$ cat src/rtl/spi_eng_pkg.sv
package spi_eng_pkg;

   typedef enum logic [1:0] {
      PH_IDLE = 2'd0,
      PH_LEAD = 2'd1,
      PH_XFER = 2'd2,
      PH_LAG  = 2'd3
   } spi_phase_e;

endpackage

$ cat src/rtl/spi_eng_divider.sv
module spi_eng_divider #(
   parameter int HALF_W = 11
) (
   input  logic              clk,
   input  logic              rst_n,
   input  logic              load,
   input  logic [HALF_W-1:0] half_in,
   input  logic              run,
   output logic              tick
);

   logic [HALF_W-1:0] half_q;
   logic [HALF_W-1:0] cnt_q;

   always_ff @(posedge clk or negedge rst_n) begin
      if (!rst_n) begin
         half_q <= {{(HALF_W-1){1'b0}}, 1'b1};
         cnt_q  <= '0;
      end else if (load) begin
         half_q <= half_in;
         cnt_q  <= half_in - 1'b1;
      end else if (run) begin
         if (cnt_q == '0) cnt_q <= half_q - 1'b1;
         else             cnt_q <= cnt_q - 1'b1;
      end
   end

   assign tick = run && (cnt_q == '0);

   AST_CNT_BELOW_HALF: assert property (@(posedge clk) disable iff (!rst_n)
      cnt_q < half_q);
   AST_TICK_SPACING: assert property (@(posedge clk) disable iff (!rst_n)
      (tick && half_q != 1) |=> !tick);

endmodule

$ cat src/rtl/spi_eng_shifter.sv
module spi_eng_shifter #(
   parameter int FRAME_W = 8
) (
   input  logic               clk,
   input  logic               rst_n,
   input  logic               load,
   input  logic               preset,
   input  logic               lsbf_in,
   input  logic [FRAME_W-1:0] tx_in,
   input  logic               drive,
   input  logic               sample,
   input  logic               finish,
   input  logic               lsbf_q,
   input  logic               miso,
   output logic               mosi,
   output logic [FRAME_W-1:0] rx_data
);

   logic [FRAME_W-1:0] tx_q;
   logic [FRAME_W-1:0] rx_q;
   logic [FRAME_W-1:0] rx_out_q;
   logic               mosi_q;
   logic [FRAME_W-1:0] tx_rev;
   logic [FRAME_W-1:0] rx_rev;
   logic [FRAME_W-1:0] tx_ord;

   // Bit-order views: the shifter always works MSB-out, MSB-in on a
   // possibly mirrored copy of the word.
   for (genvar i = 0; i < FRAME_W; i++) begin : g_mirror
      assign tx_rev[i] = tx_in[FRAME_W-1-i];
      assign rx_rev[i] = rx_q[FRAME_W-1-i];
   end

   assign tx_ord = lsbf_in ? tx_rev : tx_in;

   always_ff @(posedge clk or negedge rst_n) begin
      if (!rst_n) begin
         tx_q     <= '0;
         rx_q     <= '0;
         rx_out_q <= '0;
         mosi_q   <= 1'b0;
      end else if (load) begin
         rx_q <= '0;
         if (preset) begin
            mosi_q <= tx_ord[FRAME_W-1];
            tx_q   <= {tx_ord[FRAME_W-2:0], 1'b0};
         end else begin
            tx_q   <= tx_ord;
         end
      end else begin
         if (drive) begin
            mosi_q <= tx_q[FRAME_W-1];
            tx_q   <= {tx_q[FRAME_W-2:0], 1'b0};
         end
         if (sample) rx_q <= {rx_q[FRAME_W-2:0], miso};
         if (finish) rx_out_q <= lsbf_q ? rx_rev : rx_q;
      end
   end

   assign mosi    = mosi_q;
   assign rx_data = rx_out_q;

   AST_MOSI_ONLY_ON_DRIVE: assert property (@(posedge clk) disable iff (!rst_n)
      !$stable(mosi_q) |-> $past(drive || (load && preset)));
   AST_DRIVE_SAMPLE_APART: assert property (@(posedge clk) disable iff (!rst_n)
      !(drive && sample));

endmodule

$ cat src/rtl/spi_eng_seq.sv
module spi_eng_seq
   import spi_eng_pkg::*;
#(
   parameter  int FRAME_W  = 8,
   parameter  int HALF_W   = 11,
   parameter  int MAX_HALF = 1024,
   localparam int DIV_W    = HALF_W + 1,
   localparam int EDGES    = 2 * FRAME_W,
   localparam int EDGE_W   = $clog2(EDGES)
) (
   input  logic              clk,
   input  logic              rst_n,
   input  logic              start,
   input  logic              cpol,
   input  logic              cpha,
   input  logic              lsbf,
   input  logic [DIV_W-1:0]  div,
   input  logic              tick,
   output logic              load,
   output logic              preset,
   output logic [HALF_W-1:0] half_ld,
   output logic              run,
   output logic              drive,
   output logic              sample,
   output logic              finish,
   output logic              lsbf_q,
   output logic              sck,
   output logic              ss_n,
   output logic              busy,
   output logic              done
);

   localparam logic [EDGE_W-1:0] LAST_EDGE = EDGE_W'(EDGES - 1);

   spi_phase_e        state;
   logic [EDGE_W-1:0] ecnt_q;
   logic              cpol_q, cpha_q;
   logic              sck_q, ss_n_q, done_q;
   logic [HALF_W:0]   half_wide;
   logic              accept, edge_now, lead_edge;

   // Round an odd divider up, then clamp to the legal half-period range.
   assign half_wide = {1'b0, div[DIV_W-1:1]} + {{HALF_W{1'b0}}, div[0]};

   always_comb begin
      if (half_wide == '0)
         half_ld = {{(HALF_W-1){1'b0}}, 1'b1};
      else if (half_wide > (HALF_W+1)'(MAX_HALF))
         half_ld = HALF_W'(MAX_HALF);
      else
         half_ld = half_wide[HALF_W-1:0];
   end

   assign accept    = start && (state == PH_IDLE);
   assign load      = accept;
   assign preset    = accept && !cpha;
   assign run       = (state != PH_IDLE);
   assign edge_now  = tick && (state == PH_LEAD || state == PH_XFER);
   assign lead_edge = ~ecnt_q[0];
   assign sample    = edge_now && (cpha_q ? ~lead_edge : lead_edge);
   assign drive     = edge_now && (cpha_q ? lead_edge
                                          : (~lead_edge && ecnt_q != LAST_EDGE));
   assign finish    = tick && (state == PH_LAG);

   always_ff @(posedge clk or negedge rst_n) begin
      if (!rst_n) begin
         state  <= PH_IDLE;
         ecnt_q <= '0;
         cpol_q <= 1'b0;
         cpha_q <= 1'b0;
         lsbf_q <= 1'b0;
         sck_q  <= 1'b0;
         ss_n_q <= 1'b1;
         done_q <= 1'b0;
      end else begin
         done_q <= 1'b0;
         unique case (state)
            PH_IDLE: begin
               sck_q <= cpol;
               if (accept) begin
                  cpol_q <= cpol;
                  cpha_q <= cpha;
                  lsbf_q <= lsbf;
                  ecnt_q <= '0;
                  ss_n_q <= 1'b0;
                  state  <= PH_LEAD;
               end
            end
            PH_LEAD, PH_XFER: begin
               if (tick) begin
                  sck_q <= ~sck_q;
                  if (ecnt_q == LAST_EDGE) begin
                     state <= PH_LAG;
                  end else begin
                     ecnt_q <= ecnt_q + 1'b1;
                     state  <= PH_XFER;
                  end
               end
            end
            PH_LAG: begin
               if (tick) begin
                  ss_n_q <= 1'b1;
                  done_q <= 1'b1;
                  state  <= PH_IDLE;
               end
            end
            default: state <= PH_IDLE;
         endcase
      end
   end

   assign sck  = sck_q;
   assign ss_n = ss_n_q;
   assign busy = run;
   assign done = done_q;

   AST_DONE_PULSE: assert property (@(posedge clk) disable iff (!rst_n)
      done_q |=> !done_q);
   AST_DONE_RELEASED: assert property (@(posedge clk) disable iff (!rst_n)
      done_q |-> (ss_n_q && !busy));
   AST_SCK_HOME_AT_RELEASE: assert property (@(posedge clk) disable iff (!rst_n)
      $rose(ss_n_q) |-> (sck_q == cpol_q));
   AST_CFG_HELD: assert property (@(posedge clk) disable iff (!rst_n)
      (start && state != PH_IDLE) |=> ($stable(cpol_q) && $stable(cpha_q) && $stable(lsbf_q)));

endmodule

$ cat src/rtl/spi_master_engine.sv
module spi_master_engine #(
   parameter  int FRAME_W    = 8,
   parameter  int MAX_PERIOD = 2048,
   localparam int MAX_HALF   = MAX_PERIOD / 2,
   localparam int HALF_W     = $clog2(MAX_HALF + 1),
   localparam int DIV_W      = HALF_W + 1
) (
   input  logic               clk,
   input  logic               rst_n,
   input  logic               start,
   input  logic [FRAME_W-1:0] tx_data,
   input  logic [DIV_W-1:0]   div,
   input  logic               cpol,
   input  logic               cpha,
   input  logic               lsbf,
   input  logic               miso,
   output logic               sck,
   output logic               mosi,
   output logic               ss_n,
   output logic [FRAME_W-1:0] rx_data,
   output logic               busy,
   output logic               done
);

   if (FRAME_W < 2) begin : g_bad_frame
      $error("FRAME_W must be at least 2");
   end
   if (MAX_PERIOD < 2 || (MAX_PERIOD % 2) != 0) begin : g_bad_period
      $error("MAX_PERIOD must be even and at least 2");
   end

   logic              load, preset, run, tick;
   logic              drive, sample, finish, lsbf_q;
   logic [HALF_W-1:0] half_ld;

   spi_eng_seq #(
      .FRAME_W  (FRAME_W),
      .HALF_W   (HALF_W),
      .MAX_HALF (MAX_HALF)
   ) u_seq (
      .clk     (clk),
      .rst_n   (rst_n),
      .start   (start),
      .cpol    (cpol),
      .cpha    (cpha),
      .lsbf    (lsbf),
      .div     (div),
      .tick    (tick),
      .load    (load),
      .preset  (preset),
      .half_ld (half_ld),
      .run     (run),
      .drive   (drive),
      .sample  (sample),
      .finish  (finish),
      .lsbf_q  (lsbf_q),
      .sck     (sck),
      .ss_n    (ss_n),
      .busy    (busy),
      .done    (done)
   );

   spi_eng_divider #(
      .HALF_W (HALF_W)
   ) u_div (
      .clk     (clk),
      .rst_n   (rst_n),
      .load    (load),
      .half_in (half_ld),
      .run     (run),
      .tick    (tick)
   );

   spi_eng_shifter #(
      .FRAME_W (FRAME_W)
   ) u_shift (
      .clk     (clk),
      .rst_n   (rst_n),
      .load    (load),
      .preset  (preset),
      .lsbf_in (lsbf),
      .tx_in   (tx_data),
      .drive   (drive),
      .sample  (sample),
      .finish  (finish),
      .lsbf_q  (lsbf_q),
      .miso    (miso),
      .mosi    (mosi),
      .rx_data (rx_data)
   );

endmodule

$ cat config.mk
export PLATFORM = sky130hd
export DESIGN_NAME = spi_master_engine
export DESIGN_NICKNAME = d
export VERILOG_FILES = /design/src/rtl/spi_eng_pkg.sv /design/src/rtl/spi_eng_divider.sv /design/src/rtl/spi_eng_shifter.sv /design/src/rtl/spi_eng_seq.sv /design/src/rtl/spi_master_engine.sv
export SDC_FILE = /design/constraint.sdc
export NUM_CORES = 1
export LEC_CHECK = 0
export BUFFER_PORTS_ARGS = -buffer_cell sky130_fd_sc_hd__buf_2
export CAP_MARGIN = 20
export CORE_ASPECT_RATIO = 0.8
export CORE_UTILIZATION = 59
export DETAILED_ROUTE_END_ITERATION = 16
export PLACE_DENSITY = 0.8
export SETUP_SLACK_MARGIN = 0.1
export SLEW_MARGIN = 10
export SYNTH_ARGS = -nofsm -noshare
export SYNTH_HDL_FRONTEND = slang
export SYNTH_SLANG_ARGS = --single-unit
$ cat constraint.sdc
create_clock -name clk -period 3.7 [get_ports clk]
set_input_delay 1.11 -clock clk [delete_from_list [all_inputs] [get_ports clk]]
set_output_delay 1.11 -clock clk [all_outputs]
set_load 0.02 [all_outputs]
==> flow_metrics.tcl <==
set metrics [dict create \
    synth_fa_ha_area_share_pct 2.42 \
    antenna_found_initial 0 \
    p_sw_uw 331 \
    viasPerCell 6.01 \
    async_flop_share_pct 100 \
    dpl.cell_count 504 \
    critPathRequiredTime_ns 3.94 \
    status "complete, no violations" \
    fp.coreArea_um2 5910 \
    internal_power_uw 916 \
    mostFrequentLayoutCells "56 x dfrtp_1, 55 x nand2_1, 39 x buf_2, 35 x nor2_1, 31 x o21ai_0" \
    cts_tree "built" \
    ios 40 \
    layout.nets 468 \
    num_vias 3125 \
    setup_viol 0 \
    preCtsSetupSlack_ns -0.0751 \
    multi_input_area_um2 2060 \
    grt_pass1_vias 2942 \
    p_comb_share_pct 8.0 \
    grt_pass1_wl_um 13900 \
    leakagePower_uw 0.00176 \
    track_usage_pct 28.4 \
    rr_worst_depth 9 \
    synthMuxAreaShare_pct 10.6 \
    drive_gt1_share_pct 23.0 \
    start_util_pct 61.2 \
    wl_per_cell_um 16.0 \
    drtIter0Drc 317 \
    num_antenna_cells 0 \
    clk_pin_slew_worst_paths_ns 0.07 \
    totalWireLength_um 8330 \
    cellPowerDensity_nw_per_um2 302 \
    report.final.slew_viol_count 0 \
    max_freq_ghz 0.291 \
    critPathKind "primary input to flop" \
    end_kind "flop" \
    grt.overflow.total 0 \
    final_common_cell "dfrtp_1" \
    first_pass_iters 4 \
    synth_warnings 0 \
    root_buffer "clkbuf_8" \
    rsz0062_at_grt "yes" \
    ys_seq_area_share_pct 40.2 \
    die_area_um2 6450 \
    ir_worst_vdd_mv 0.322 \
    relSlewSlack_pct 39.3 \
    synth_edf_count 0 \
    seqPwrFrac_pct 51.0 \
    grt_max_degree 29 \
    yosys.area_share.simple_pct 20.0 \
    rows 25 \
    arrival_ns 3.68 \
    die_w_um 89.5 \
    gp_congestion 0.997 \
    whs_path_depth 2 \
    route.detailed.drc 0 \
    fillers 457 \
    dp_hpwl_um 6240 \
    post_synth_instance_area_um2 3620 \
    ant_nets 0 \
    portBuffers 39 \
    reg2reg_setup_slack_ns 0.72 \
    yosys.cell_types.count 64 \
    cts-htree-levels 3 \
    cp_max_fo 5 \
    synthCells 390 \
    layoutNonFillerInstCount 520 \
    cap_violations 0 \
    hold_class "flop to flop" \
    register_area_um2 1450 \
    clk_latency_ns 0.34 \
    syn2layout_area_growth_pct 14.1 \
    die-height_um 72.0 \
    power.share.clock_pct 41.0 \
    cts_buffer_depth 2 \
    cts_inserted_buffers 9 \
    cts_sinks 58 \
    finalWorstSetupSlack_ns 0.267 \
    fin_crit_sh_pct 92.8 \
    synth-compound-area-share_pct 19.8 \
    ys_seq_elements 58 \
    synth_xor_xnor_area_share_pct 3.39 \
    synth_top_family_by_area "simple AND/OR/NAND/NOR gates" \
    hold_viol_final 0 \
    finClkSkew_ns 0.00722 \
    syn_nets 424 \
    p_sw_share_pct 26.6 \
    setup_tns_ns 0 \
    worst_hold_slack_ns 0.469 \
    cp-start-kind "primary input" \
    fin_crit_ns 3.43 \
    synth_ff_type "dfrtp_1" \
    syn_avg_cell_area_um2 9.27 \
    tightest_slew_ns 0.908 \
]
[final timing paths]
| kind | to | start |
|---|---|---|
| min reg2reg | u_seq.ss_n | u_seq.ss_n |
| max reg2reg | u_div.cnt_q[7] | u_seq.state[0] |
| max | u_div.cnt_q[4] | div[0] |
| min | u_seq.ss_n | u_seq.ss_n |
| min in group asynchronous | u_div.half_q[6] | rst_n |
| max in group asynchronous | u_seq.ss_n | rst_n |
[power groups by stage]
stage,clock (µW),combinational [µW],sequential (µW)
final,511,99.9,636
after global routing,555,111,636
after CTS,518,99.6,636
after detailed placement,0,99.4,648
after global placement,0,96.9,648
after floorplan,0,52.2,648
[cell type report]
class	count	area share, %
Timing Repair Buffer	55	7.64
Inverter	8	0.728
Sequential cell	58	35.2
Clock buffer	9	3.00
Multi-Input combinational cell	302	49.8
Clock inverter	7	1.12
Tap cell	81	2.46
[cells in the mapped netlist, drive strengths merged, types with 2 or more instances]
master / count / area share [%]
a221oi: 2 / 0.83
o21bai: 2 / 0.41
and2: 6 / 1.0
o21ai: 37 / 5.7
and4: 2 / 0.62
nor2b: 5 / 0.86
buf: 15 / 2.1
xnor2: 11 / 2.7
o22ai: 4 / 0.69
dfstp: 2 / 1.5
o31ai: 3 / 0.90
a31oi: 6 / 1.0
nor2: 35 / 3.6
ha: 7 / 2.4
nand2b: 3 / 0.52
mux4: 5 / 3.1
a221o: 2 / 0.59
a21oi: 19 / 2.6
xor2: 3 / 0.73
a31o: 3 / 0.97
and3: 3 / 0.52
nor4: 4 / 0.69
nand2: 56 / 5.9
mux2i: 27 / 7.5
nand4: 5 / 1.0
clkbuf: 7 / 0.73
o21a: 2 / 0.41
or3: 5 / 0.86
nand3: 11 / 1.7
a211o: 2 / 0.48
or2: 2 / 0.35
nor3: 6 / 1.3
a211oi: 5 / 1.3
a21o: 4 / 0.83
inv: 8 / 0.83
dfrtp: 56 / 39
or4: 2 / 0.52
[kinds of logic (layout without fill, tap and decap cells)]
logic type | Yosys count | after routing
adder cells (fa/ha/maj) | 7 | 7
AO/OA/AOI/OAI | 102 | 102
multiplexers | 32 | 32
flip-flops | 58 | 58
AND/OR/NAND/NOR | 147 | 147
buffers and inverters | 30 | 79
XOR/XNOR | 14 | 14
[per-layer routing]
layer  vias to the layer above  wire (µm)  track usage (%)
met5                         -          0                0
met4                         0         75             8.47
met3                         7        609             7.51
met2                       118       3780             40.7
met1                      1495       3870             42.1
li1                       1505          -                -
[worst max-delay path, stage by stage]
cell and delay (ns):
buf_2 0.11, ha_1 0.19, ha_1 0.23, o21ai_0 0.08, o21ba_1 0.16, o41ai_2 0.32
and3_1 0.25, o21ai_1 0.10, a21oi_2 0.16, a21oi_1 0.06, ha_1 0.20, nand2_1 0.23
mux2i_1 0.22, a21oi_1 0.08, o21ai_0 0.18
[what timing repair did]
| action | 4_1_cts | 5_1_grt |
|---|---|---|
| setup endpoints to repair | 0 | 1 |
| hold buffers | 0 | 0 |
| resized for setup | 0 | 1 |
| buffers inserted | 0 | 0 |
[stage by stage]
step                power [µW]  util (%)  area, µm²
floorplan                  700         -       3630
global placement           745      66.7       3940
detailed placement         748      66.7       3940
CTS                       1250      69.6       4110
global route              1300      69.8       4130
finish                    1250      69.8       4130
[registers in the layout, summed over array words and instances, names as in the netlist]
signal and flops:
u_seq.sck 1, u_seq.done 1, u_div.half_q 11, u_seq.state 2
u_shift.rx_data 8, u_seq.cpha_q 1, u_div.cnt_q 11, u_seq.ecnt_q 4
u_shift.rx_q 8, u_shift.mosi 1, u_seq.lsbf_q 1, u_seq.ss_n 1
u_shift.tx_q 8
Note: power is estimated with default switching activity, not from simulation.
